## src/rtl/dsq_pkg.sv

```systemverilog
package dsq_pkg;
  localparam int unsigned WORD_W     = 32;
  localparam int unsigned WORD_BYTES = WORD_W / 8;
  localparam int unsigned SIZE_W     = $clog2(WORD_W);
  localparam int unsigned NB_W       = $clog2(WORD_BYTES) + 1;

  function automatic logic [NB_W-1:0] bytes_for_size(input logic [SIZE_W-1:0] sz);
    if (sz < SIZE_W'(8))       return NB_W'(1);
    else if (sz < SIZE_W'(16)) return NB_W'(2);
    else                       return NB_W'(4);
  endfunction
endpackage

```

## src/rtl/dsq_size_decode.sv

```systemverilog
module dsq_size_decode
  import dsq_pkg::*;
(
  input  logic [SIZE_W-1:0] size_sel_i,
  output logic [NB_W-1:0]   nb_o,
  output logic [WORD_W-1:0] mask_o
);
  assign nb_o = bytes_for_size(size_sel_i);

  for (genvar i = 0; i < WORD_W; i++) begin : g_mask
    assign mask_o[i] = (SIZE_W'(i) <= size_sel_i);
  end
endmodule

```

## src/rtl/dsq_byte_ram.sv

```systemverilog
module dsq_byte_ram
  import dsq_pkg::*;
#(
  parameter int unsigned DEPTH = 16,
  localparam int unsigned AW   = $clog2(DEPTH)
) (
  input  logic              clk_i,
  input  logic              we_i,
  input  logic [AW-1:0]     wr_ptr_i,
  input  logic [NB_W-1:0]   nb_i,
  input  logic [WORD_W-1:0] wr_data_i,
  input  logic [AW-1:0]     rd_ptr_i,
  output logic [WORD_W-1:0] rd_data_o
);
  logic [7:0] mem_q [DEPTH];

  always_ff @(posedge clk_i) begin
    if (we_i) begin
      for (int k = 0; k < WORD_BYTES; k++) begin
        if (NB_W'(k) < nb_i) mem_q[wr_ptr_i + AW'(k)] <= wr_data_i[8*k +: 8];
      end
    end
  end

  // head word, lanes beyond the word size read as zero
  for (genvar k = 0; k < WORD_BYTES; k++) begin : g_rd
    assign rd_data_o[8*k +: 8] = (NB_W'(k) < nb_i) ? mem_q[rd_ptr_i + AW'(k)] : 8'h00;
  end
endmodule

```

## src/rtl/dsq_ptr_ctrl.sv

```systemverilog
module dsq_ptr_ctrl
  import dsq_pkg::*;
#(
  parameter int unsigned DEPTH = 16,
  localparam int unsigned AW    = $clog2(DEPTH),
  localparam int unsigned LVL_W = AW + 1
) (
  input  logic             clk_i,
  input  logic             rst_ni,
  input  logic             flush_i,
  input  logic             push_req_i,
  input  logic             pop_req_i,
  input  logic [NB_W-1:0]  nb_i,
  output logic [AW-1:0]    wr_ptr_o,
  output logic [AW-1:0]    rd_ptr_o,
  output logic [LVL_W-1:0] level_o,
  output logic             space_ok_o,
  output logic             data_ok_o,
  output logic             push_ok_o,
  output logic             pop_ok_o
);
  logic [LVL_W-1:0] nb_ext, free_bytes;

  assign nb_ext     = LVL_W'(nb_i);
  assign free_bytes = LVL_W'(DEPTH) - level_o;
  assign space_ok_o = free_bytes >= nb_ext;
  assign data_ok_o  = level_o >= nb_ext;
  // room is judged on the pre-pop level
  assign push_ok_o  = push_req_i && !flush_i && space_ok_o;
  assign pop_ok_o   = pop_req_i  && !flush_i && data_ok_o;

  always_ff @(posedge clk_i or negedge rst_ni) begin
    if (!rst_ni) begin
      wr_ptr_o <= '0;
      rd_ptr_o <= '0;
      level_o  <= '0;
    end else if (flush_i) begin
      wr_ptr_o <= '0;
      rd_ptr_o <= '0;
      level_o  <= '0;
    end else begin
      if (push_ok_o) wr_ptr_o <= wr_ptr_o + AW'(nb_i);
      if (pop_ok_o)  rd_ptr_o <= rd_ptr_o + AW'(nb_i);
      level_o <= level_o + (push_ok_o ? nb_ext : '0) - (pop_ok_o ? nb_ext : '0);
    end
  end

  assert_level_bound_R1: assert property (@(posedge clk_i) disable iff (!rst_ni)
    level_o <= LVL_W'(DEPTH));
  assert_flush_empties_R9: assert property (@(posedge clk_i) disable iff (!rst_ni)
    flush_i |=> (level_o == '0) && (wr_ptr_o == rd_ptr_o));
  assert_drop_no_room_R4: assert property (@(posedge clk_i) disable iff (!rst_ni)
    (push_req_i && !flush_i && !space_ok_o && !pop_req_i) |=> $stable(level_o) && $stable(wr_ptr_o));
  assert_pop_drains_R5: assert property (@(posedge clk_i) disable iff (!rst_ni)
    (pop_req_i && !flush_i && data_ok_o && !push_req_i) |=>
      (level_o == $past(level_o) - LVL_W'($past(nb_i))));
endmodule

```

## src/rtl/dsp_tx_queue.sv

```systemverilog
module dsp_tx_queue
  import dsq_pkg::*;
#(
  parameter int unsigned DEPTH = 16,
  localparam int unsigned AW    = $clog2(DEPTH),
  localparam int unsigned LVL_W = AW + 1
) (
  input  logic              clk_i,
  input  logic              rst_ni,
  input  logic [SIZE_W-1:0] size_sel_i,
  input  logic              flush_i,
  input  logic              wr_en_i,
  input  logic [WORD_W-1:0] wr_data_i,
  input  logic              pop_i,
  output logic              pop_valid_o,
  output logic [WORD_W-1:0] pop_data_o,
  output logic [LVL_W-1:0]  level_o,
  output logic              tx_empty_o,
  input  logic              irq_en_i,
  input  logic              dma_en_i,
  output logic              irq_o,
  output logic              dma_req_o
);
  logic [NB_W-1:0]   nb;
  logic [WORD_W-1:0] mask;
  logic [AW-1:0]     wr_ptr, rd_ptr;
  logic              space_ok, data_ok, push_ok, pop_ok;

  dsq_size_decode u_dec (
    .size_sel_i (size_sel_i),
    .nb_o       (nb),
    .mask_o     (mask)
  );

  dsq_ptr_ctrl #(.DEPTH(DEPTH)) u_ptr (
    .clk_i      (clk_i),
    .rst_ni     (rst_ni),
    .flush_i    (flush_i),
    .push_req_i (wr_en_i),
    .pop_req_i  (pop_i),
    .nb_i       (nb),
    .wr_ptr_o   (wr_ptr),
    .rd_ptr_o   (rd_ptr),
    .level_o    (level_o),
    .space_ok_o (space_ok),
    .data_ok_o  (data_ok),
    .push_ok_o  (push_ok),
    .pop_ok_o   (pop_ok)
  );

  dsq_byte_ram #(.DEPTH(DEPTH)) u_ram (
    .clk_i     (clk_i),
    .we_i      (push_ok),
    .wr_ptr_i  (wr_ptr),
    .nb_i      (nb),
    .wr_data_i (wr_data_i & mask),
    .rd_ptr_i  (rd_ptr),
    .rd_data_o (pop_data_o)
  );

  assign pop_valid_o = data_ok && !flush_i;
  assign tx_empty_o  = space_ok && !flush_i;
  assign irq_o       = tx_empty_o && irq_en_i;
  assign dma_req_o   = tx_empty_o && dma_en_i;

  assert_flush_quiet_R9: assert property (@(posedge clk_i) disable iff (!rst_ni)
    flush_i |-> !irq_o && !dma_req_o && !pop_valid_o);
  assert_full_not_empty_R6: assert property (@(posedge clk_i) disable iff (!rst_ni)
    (level_o == LVL_W'(DEPTH)) |-> !tx_empty_o);
  assert_pop_needs_data_R5: assert property (@(posedge clk_i) disable iff (!rst_ni)
    pop_valid_o |-> (level_o != '0));
endmodule

```

## config.mk

```make
export PLATFORM = sky130hd
export DESIGN_NAME = dsp_tx_queue
export DESIGN_NICKNAME = d
export VERILOG_FILES = /design/src/rtl/dsq_pkg.sv /design/src/rtl/dsq_size_decode.sv /design/src/rtl/dsq_byte_ram.sv /design/src/rtl/dsq_ptr_ctrl.sv /design/src/rtl/dsp_tx_queue.sv
export SDC_FILE = /design/constraint.sdc
export NUM_CORES = 1
export LEC_CHECK = 0
export BUFFER_PORTS_ARGS = -buffer_cell sky130_fd_sc_hd__buf_2
export CORE_AREA = 4 4 149 294
export CTS_CLUSTER_DIAMETER = 100
export DETAILED_ROUTE_END_ITERATION = 10
export DIE_AREA = 0 0 153 298
export GPL_TIMING_DRIVEN = 0
export PLACE_DENSITY = 0.61
export SETUP_SLACK_MARGIN = 0.05
export SYNTH_ARGS = -nofsm -noshare
export SYNTH_HDL_FRONTEND = slang
export SYNTH_SLANG_ARGS = --single-unit
```

## constraint.sdc

```tcl
create_clock -name clk_i -period 4.65 [get_ports clk_i]
set_input_delay 0.2325 -clock clk_i [delete_from_list [all_inputs] [get_ports clk_i]]
set_output_delay 0.2325 -clock clk_i [all_outputs]
set_load 0.01 [all_outputs]
```

* After elaboration in Yosys (flattened, before gate mapping)
Memories as Yosys holds them, arrays and structs flattened. Cells that the tools add are included.
Storage, ports and cells: memories kept 1, word-level logic and storage cells 92, RAM bits 128, register bits after elaboration 13
Memories:
- u_ram.mem_q | depth 16, width 8, read ports 4, clocked after memory_dff 0, write ports 4, RTL line dsq_byte_ram.sv:15 | logic [7:0] mem_q [DEPTH];
Operators by class: reductions and logical operators 11, bitwise operators 1, multiplexer cells 25, add/sub/neg operators 11, magnitude comparators 40
Operator list (number):
- less-or-equal comparator 5 bit (first input constant) | 16
- less-or-equal comparator 4 x 5 -> 1 bit (first input constant) | 8
- bitwise AND 32 bit | 1
- 2-to-1 mux 8 bit | 4
- less-or-equal comparator 3 x 5 -> 1 bit (first input constant) | 4
- adder 4 x 2 -> 4 bit (second input constant) | 4
- 2-to-1 mux 4 bit | 4
- 2-to-1 mux 1 bit | 12
- 2-to-1 mux 3 bit | 4
- greater-or-equal comparator 5 x 3 -> 1 bit | 2
- less-or-equal comparator 1 x 5 -> 1 bit (first input constant) | 2
- less-or-equal comparator 2 x 5 -> 1 bit (first input constant) | 2
- adder 4 x 1 -> 4 bit (second input constant) | 2
- adder 4 x 3 -> 4 bit | 2
- logical AND 1 bit | 8
- less-than comparator 1 x 3 -> 1 bit (first input constant) | 2
- less-than comparator 2 x 3 -> 1 bit (first input constant) | 2
- adder 5 bit | 1
- less-than comparator 5 x 4 -> 1 bit (second input constant) | 1
- less-than comparator 5 bit (second input constant) | 1
- 2-to-1 mux 5 bit | 1
- subtractor 5 bit | 1
- subtractor 5 bit (first input constant) | 1
- nonzero test 2 bit | 2
- zero test 1 bit | 1

* Depth between registers and ports, before layout
depth after elaboration 9, depth in mapped cells 20, gate-level depth less buffers 17

* Hierarchy
A second synthesis with hierarchy kept.
Second synthesis, totals: cells, all modules 1437, area, all modules 14824.2 um2
By module, submodules not included:
- dsq_byte_ram | sequential area each 3843.7 um2, cells an instance 1214, area an instance 13072.5 um2, instances 1
- dsq_ptr_ctrl | sequential area each 325.3 um2, cells an instance 130, area an instance 1211.2 um2, instances 1
- dsq_size_decode | sequential area each 0.0 um2, cells an instance 57, area an instance 310.3 um2, instances 1
- dsp_tx_queue | sequential area each 0.0 um2, cells an instance 36, area an instance 230.2 um2, instances 1

* Least setup slack after synthesis
No wires, ideal clock.
kind in2reg, from input port size_sel_i[3], to register u_ptr.level_o[4], stages 20, setup slack 0.532 ns, buffers on the path 5, arrival time 3.986 ns, cells stage by stage or2_2 > clkbuf_1 > inv_1 > clkbuf_1 > ha_1 > nand2b_1 > a21oi_1 > o221a_2 > buf_6 > buf_6 > buf_6 > nor2_1 > nand2_1 > fa_1 > inv_1 > fa_1 > a21o_1 > a21oi_1 > xnor2_1 > nor2_1
Between the ends: word-level cells in the longest chain between the ends 9, elaborated cells between the ends (all ways) 13, classes of those cells add/sub (2); order compare (4); mux (5); reduce/logical (2)
Ends and longest elaborated chain:
- from (decl) | RTL line dsp_tx_queue.sv:10 | input logic [SIZE_W-1:0] size_sel_i,
- less-than comparator 5 bit | RTL line dsq_pkg.sv:9 | else if (sz < SIZE_W'(16)) return NB_W'(2);
- 2-to-1 mux 3 bit | RTL line dsq_pkg.sv:9
- 2-to-1 mux 3 bit * | RTL line dsq_pkg.sv:8 | if (sz < SIZE_W'(8)) return NB_W'(1);
- greater-or-equal comparator 5 x 3 -> 1 bit | RTL line dsq_ptr_ctrl.sv:26 | assign space_ok_o = free_bytes >= nb_ext;
- logical AND 1 bit | RTL line dsq_ptr_ctrl.sv:29 | assign push_ok_o = push_req_i && !flush_i && space_ok_o;
- 2-to-1 mux 3 bit | RTL line dsq_ptr_ctrl.sv:44 | level_o <= level_o + (push_ok_o ? nb_ext : '0) - (pop_ok_o ? nb_ext : '0);
- adder 5 bit | RTL line dsq_ptr_ctrl.sv:44
- subtractor 5 bit * | RTL line dsq_ptr_ctrl.sv:44
- 2-to-1 mux 5 bit * | RTL line dsq_ptr_ctrl.sv:37 | end else if (flush_i) begin
- to (signal assigned) | RTL line dsq_ptr_ctrl.sv:44
- to (decl) | RTL line dsq_ptr_ctrl.sv:16 | output logic [LVL_W-1:0] level_o,
Mark *: on every way between the ends. The rest lies on a longest branch, timed or not. A chain may end at the register's enable or synchronous reset.

==> results.sh <==
export IMPL_run_status="complete, but fails checks"
export IMPL_violations="max-capacitance violations, max-slew violations"
export IMPL_via_per_inst=7.19
export IMPL_syn_avg_cell_area_sq_um=10.6
export IMPL_cts_tree="yes"
export IMPL_powerDensity_mw_per_mm2=468
export IMPL_reg2reg_slack_ns=0.07
export IMPL_worst_setup_path_start_kind="input port"
export IMPL_synth_nets=1428
export IMPL_fin_nets=1532
export IMPL_io_buffers=83
export IMPL_leakagePower_nw=5.64
export IMPL_synth_edf_count=128
export IMPL_vias=14500
export IMPL_rsz0062_at_grt="false"
export IMPL_grt_pass1_vias=14400
export IMPL_path_class="in -> reg"
export IMPL_drt_wl_total_um=83000
export IMPL_cts_post_setup_buffers_inserted=0
export IMPL_yosysWarningCount=0
export IMPL_setup_viol=0
export IMPL_irDropWorstVdd_mv=0.370
export IMPL_endpoint_kind="flip-flop"
export IMPL_num_fill_cells=4132
export IMPL_fin_skew_ns=0.0233
export IMPL_dp_hpwl_um=66400
export IMPL_start_util=0.345
export IMPL_area_growth_pct=12.7
export IMPL_async_flop_share=0.0922
export IMPL_ant_nets=0
export IMPL_rr_worst_depth=10
export IMPL_cp_endpoint="u_ram.mem_q[3][1]$_DFFE_PP_"
export IMPL_synth_cells=1355
export IMPL_remaining_drc_errors=0
export IMPL_netlist_area_sq_mm=0.0144
export IMPL_cp_arrival_ns=4.81
export IMPL_max_slew_worst_pin_slew_ns=1.65
export IMPL_final_common_cell="mux4_2"
export IMPL_synth_main_ff_cell="edfxtp_1"
export IMPL_drtIter0Drc=1899
export IMPL_wire_per_inst_um=41.2
export IMPL_die_w_um=153
export IMPL_drive_gt1_frac=0.264
export IMPL_ys_seq_area_frac=0.290
export IMPL_path_clk_slew_ns=0.06
export IMPL_placed_cell_area_sq_mm=0.0155
export IMPL_rows=106
export IMPL_ctsHtreeMaxLevel=4
export IMPL_final_cell_area_sq_mm=0.0162
export IMPL_drv_slew=10
export IMPL_max_freq_ghz=0.217
export IMPL_core_sq_mm=0.0416
export IMPL_fin_crit_sh=0.992
export IMPL_grt_first_pass_wirelength_um=115000
export IMPL_dieArea_sq_mm=0.0456
export IMPL_slew_limit_headroom=-0.108
export IMPL_drv_cap=1
export IMPL_grt_start_max_net_pins=20
export IMPL_clk_latency_ns=0.46
export IMPL_ios=85
export IMPL_min_period_ns=4.61
export IMPL_startpoint="size_sel_i[3]"
export IMPL_hold_class="in -> reg"
export IMPL_critPathMaxFanout=12
export IMPL_die_h_um=298
export IMPL_drt_pass1_iterations=6
export IMPL_cts_root_buf="clkbuf_16"
export IMPL_yosys_register_bits=141
export IMPL_yosys_cell_types_count=82
export IMPL_place_congestion=1.08
export IMPL_cts_made_buffers=17
export IMPL_required_ns=4.85
export IMPL_timing_rr_end="u_ram.mem_q[3][1]$_DFFE_PP_"
export IMPL_gr_total_overflow=0
export IMPL_cts_sinks=141
export IMPL_final_util=0.389
export IMPL_clockBufferDepth=2
export IMPL_final_cell_mix="mux4_2, edfxtp_1, buf_2, a21oi_1, nor2_1"
export IMPL_grt_use_total=0.359
export IMPL_antenna_found_initial=4
export IMPL_setup_tns_ns=0
export IMPL_r2r_start="u_ptr.level_o[1]$_DFF_PN0_"
export IMPL_hold_viol_final=0
==> how the worst min path moves through the flow <==
stage	start	endpoint	slack, ns	depth (start not counted)
after floorplan	rst_ni	u_ptr.level_o[0]$_DFF_PN0_	-0.06	0
after global placement	rst_ni	u_ptr.level_o[4]$_DFF_PN0_	0.18	1
after detailed placement	rst_ni	u_ptr.level_o[4]$_DFF_PN0_	0.18	1
after CTS	wr_data_i[24]	u_ram.mem_q[8][0]$_DFFE_PP_	0.20	3
after global routing	wr_data_i[24]	u_ram.mem_q[8][0]$_DFFE_PP_	0.19	3
final	wr_data_i[24]	u_ram.mem_q[8][0]$_DFFE_PP_	0.21	3
==> synthesized netlist by cell type, drive strengths merged (5+ instances only) <==
cell,count,share of area
a211oi,80,0.042
a21boi,5,0.0026
a21o,6,0.0031
a21oi,100,0.035
a221oi,40,0.026
a311oi,11,0.0067
and2,28,0.012
and3,9,0.0039
buf,74,0.030
clkbuf,58,0.015
dfrtp,13,0.023
edfxtp,128,0.27
ha,25,0.022
inv,23,0.0060
mux2i,61,0.042
mux4,144,0.23
nand2,51,0.014
nand2b,8,0.0037
nand3,43,0.015
nand4,9,0.0039
nor2,94,0.026
nor2b,15,0.0065
nor3,42,0.026
nor4,6,0.0045
o211a,6,0.0042
o211ai,7,0.0037
o21a,6,0.0031
o21ai,77,0.027
o221ai,10,0.0061
o22ai,84,0.037
or3,12,0.0052
xnor2,14,0.0085
xor2,9,0.0060
==> stage by stage <==
stage / hold slack (ns) / power, mW / cells / setup WS (ns)
finish: 0.208 / 7.58 / 2015 / 0.0395
global route: 0.193 / 7.78 / 2012 / 0.0506
CTS: 0.196 / 7.39 / 2011 / 0.0965
detailed placement: 0.183 / 5.97 / 1979 / -1.43
global placement: 0.178 / 5.96 / 1978 / -1.40
floorplan: -0.0631 / 4.35 / 1355 / 0.532
==> layout make-up <==
class / instances / area, sq um / share of cell area
well taps: 540 / 676 / 0.0417
repair buffers: 86 / 438 / 0.0270
flip-flops and latches: 141 / 4170 / 0.257
clock buffers: 19 / 433 / 0.0267
clock inverters: 13 / 140 / 0.00865
diodes: 3 / 7.51 / 0.000464
inverters: 25 / 93.8 / 0.00580
plain buffers: 131 / 684 / 0.0423
multi-input cells: 1057 / 9550 / 0.590
==> metal layers <==
layer	vias up	GRT usage	share of wire
met2	1198	0.604	0.48
met1	6977	0.330	0.28
met4	0	0.405	0.16
met3	507	0.0830	0.078
li1	5801	-	-
met5	-	0	0
==> state kept, by name, indices dropped and copies added (netlist names) <==
signal,flops
u_ptr.wr_ptr_o,4
u_ptr.level_o,5
u_ram.mem_q,128
u_ptr.rd_ptr_o,4
==> cells by family after synthesis <==
kind of cell,synth area share
muxes,0.268
xor gates and xnor gates,0.0145
AOI/OAI and AO/OA,0.219
adders and majority gates,0.0273
DFF,0.290
buffers and inverters,0.0520
and+or+nand+nor,0.129
==> report_power, final <==
part	total [mW]	internal, mW	switching [mW]
sequential	1.67	1.54	0.137
clock	1.37	0.793	0.577
combinational	4.53	1.65	2.88
total	7.58	3.98	3.60
==> critical path, stage by stage <==
cell and delay, ns:
buf_2 0.13, or2_2 0.29, clkbuf_1 0.20, inv_2 0.22
buf_4 0.34, ha_1 0.19, nand2b_1 0.10, a21oi_1 0.11
o221ai_4 0.39, buf_2 0.34, buf_1 0.90, nand3_1 0.74
o221ai_1 0.59
==> what timing repair did <==
item,CTS,global route
endpoints found under the setup margin,189,31
gates resized for setup,21,10
hold buffers,1,0
hold endpoints to repair,13,0
(Power assumes the default switching activity.)
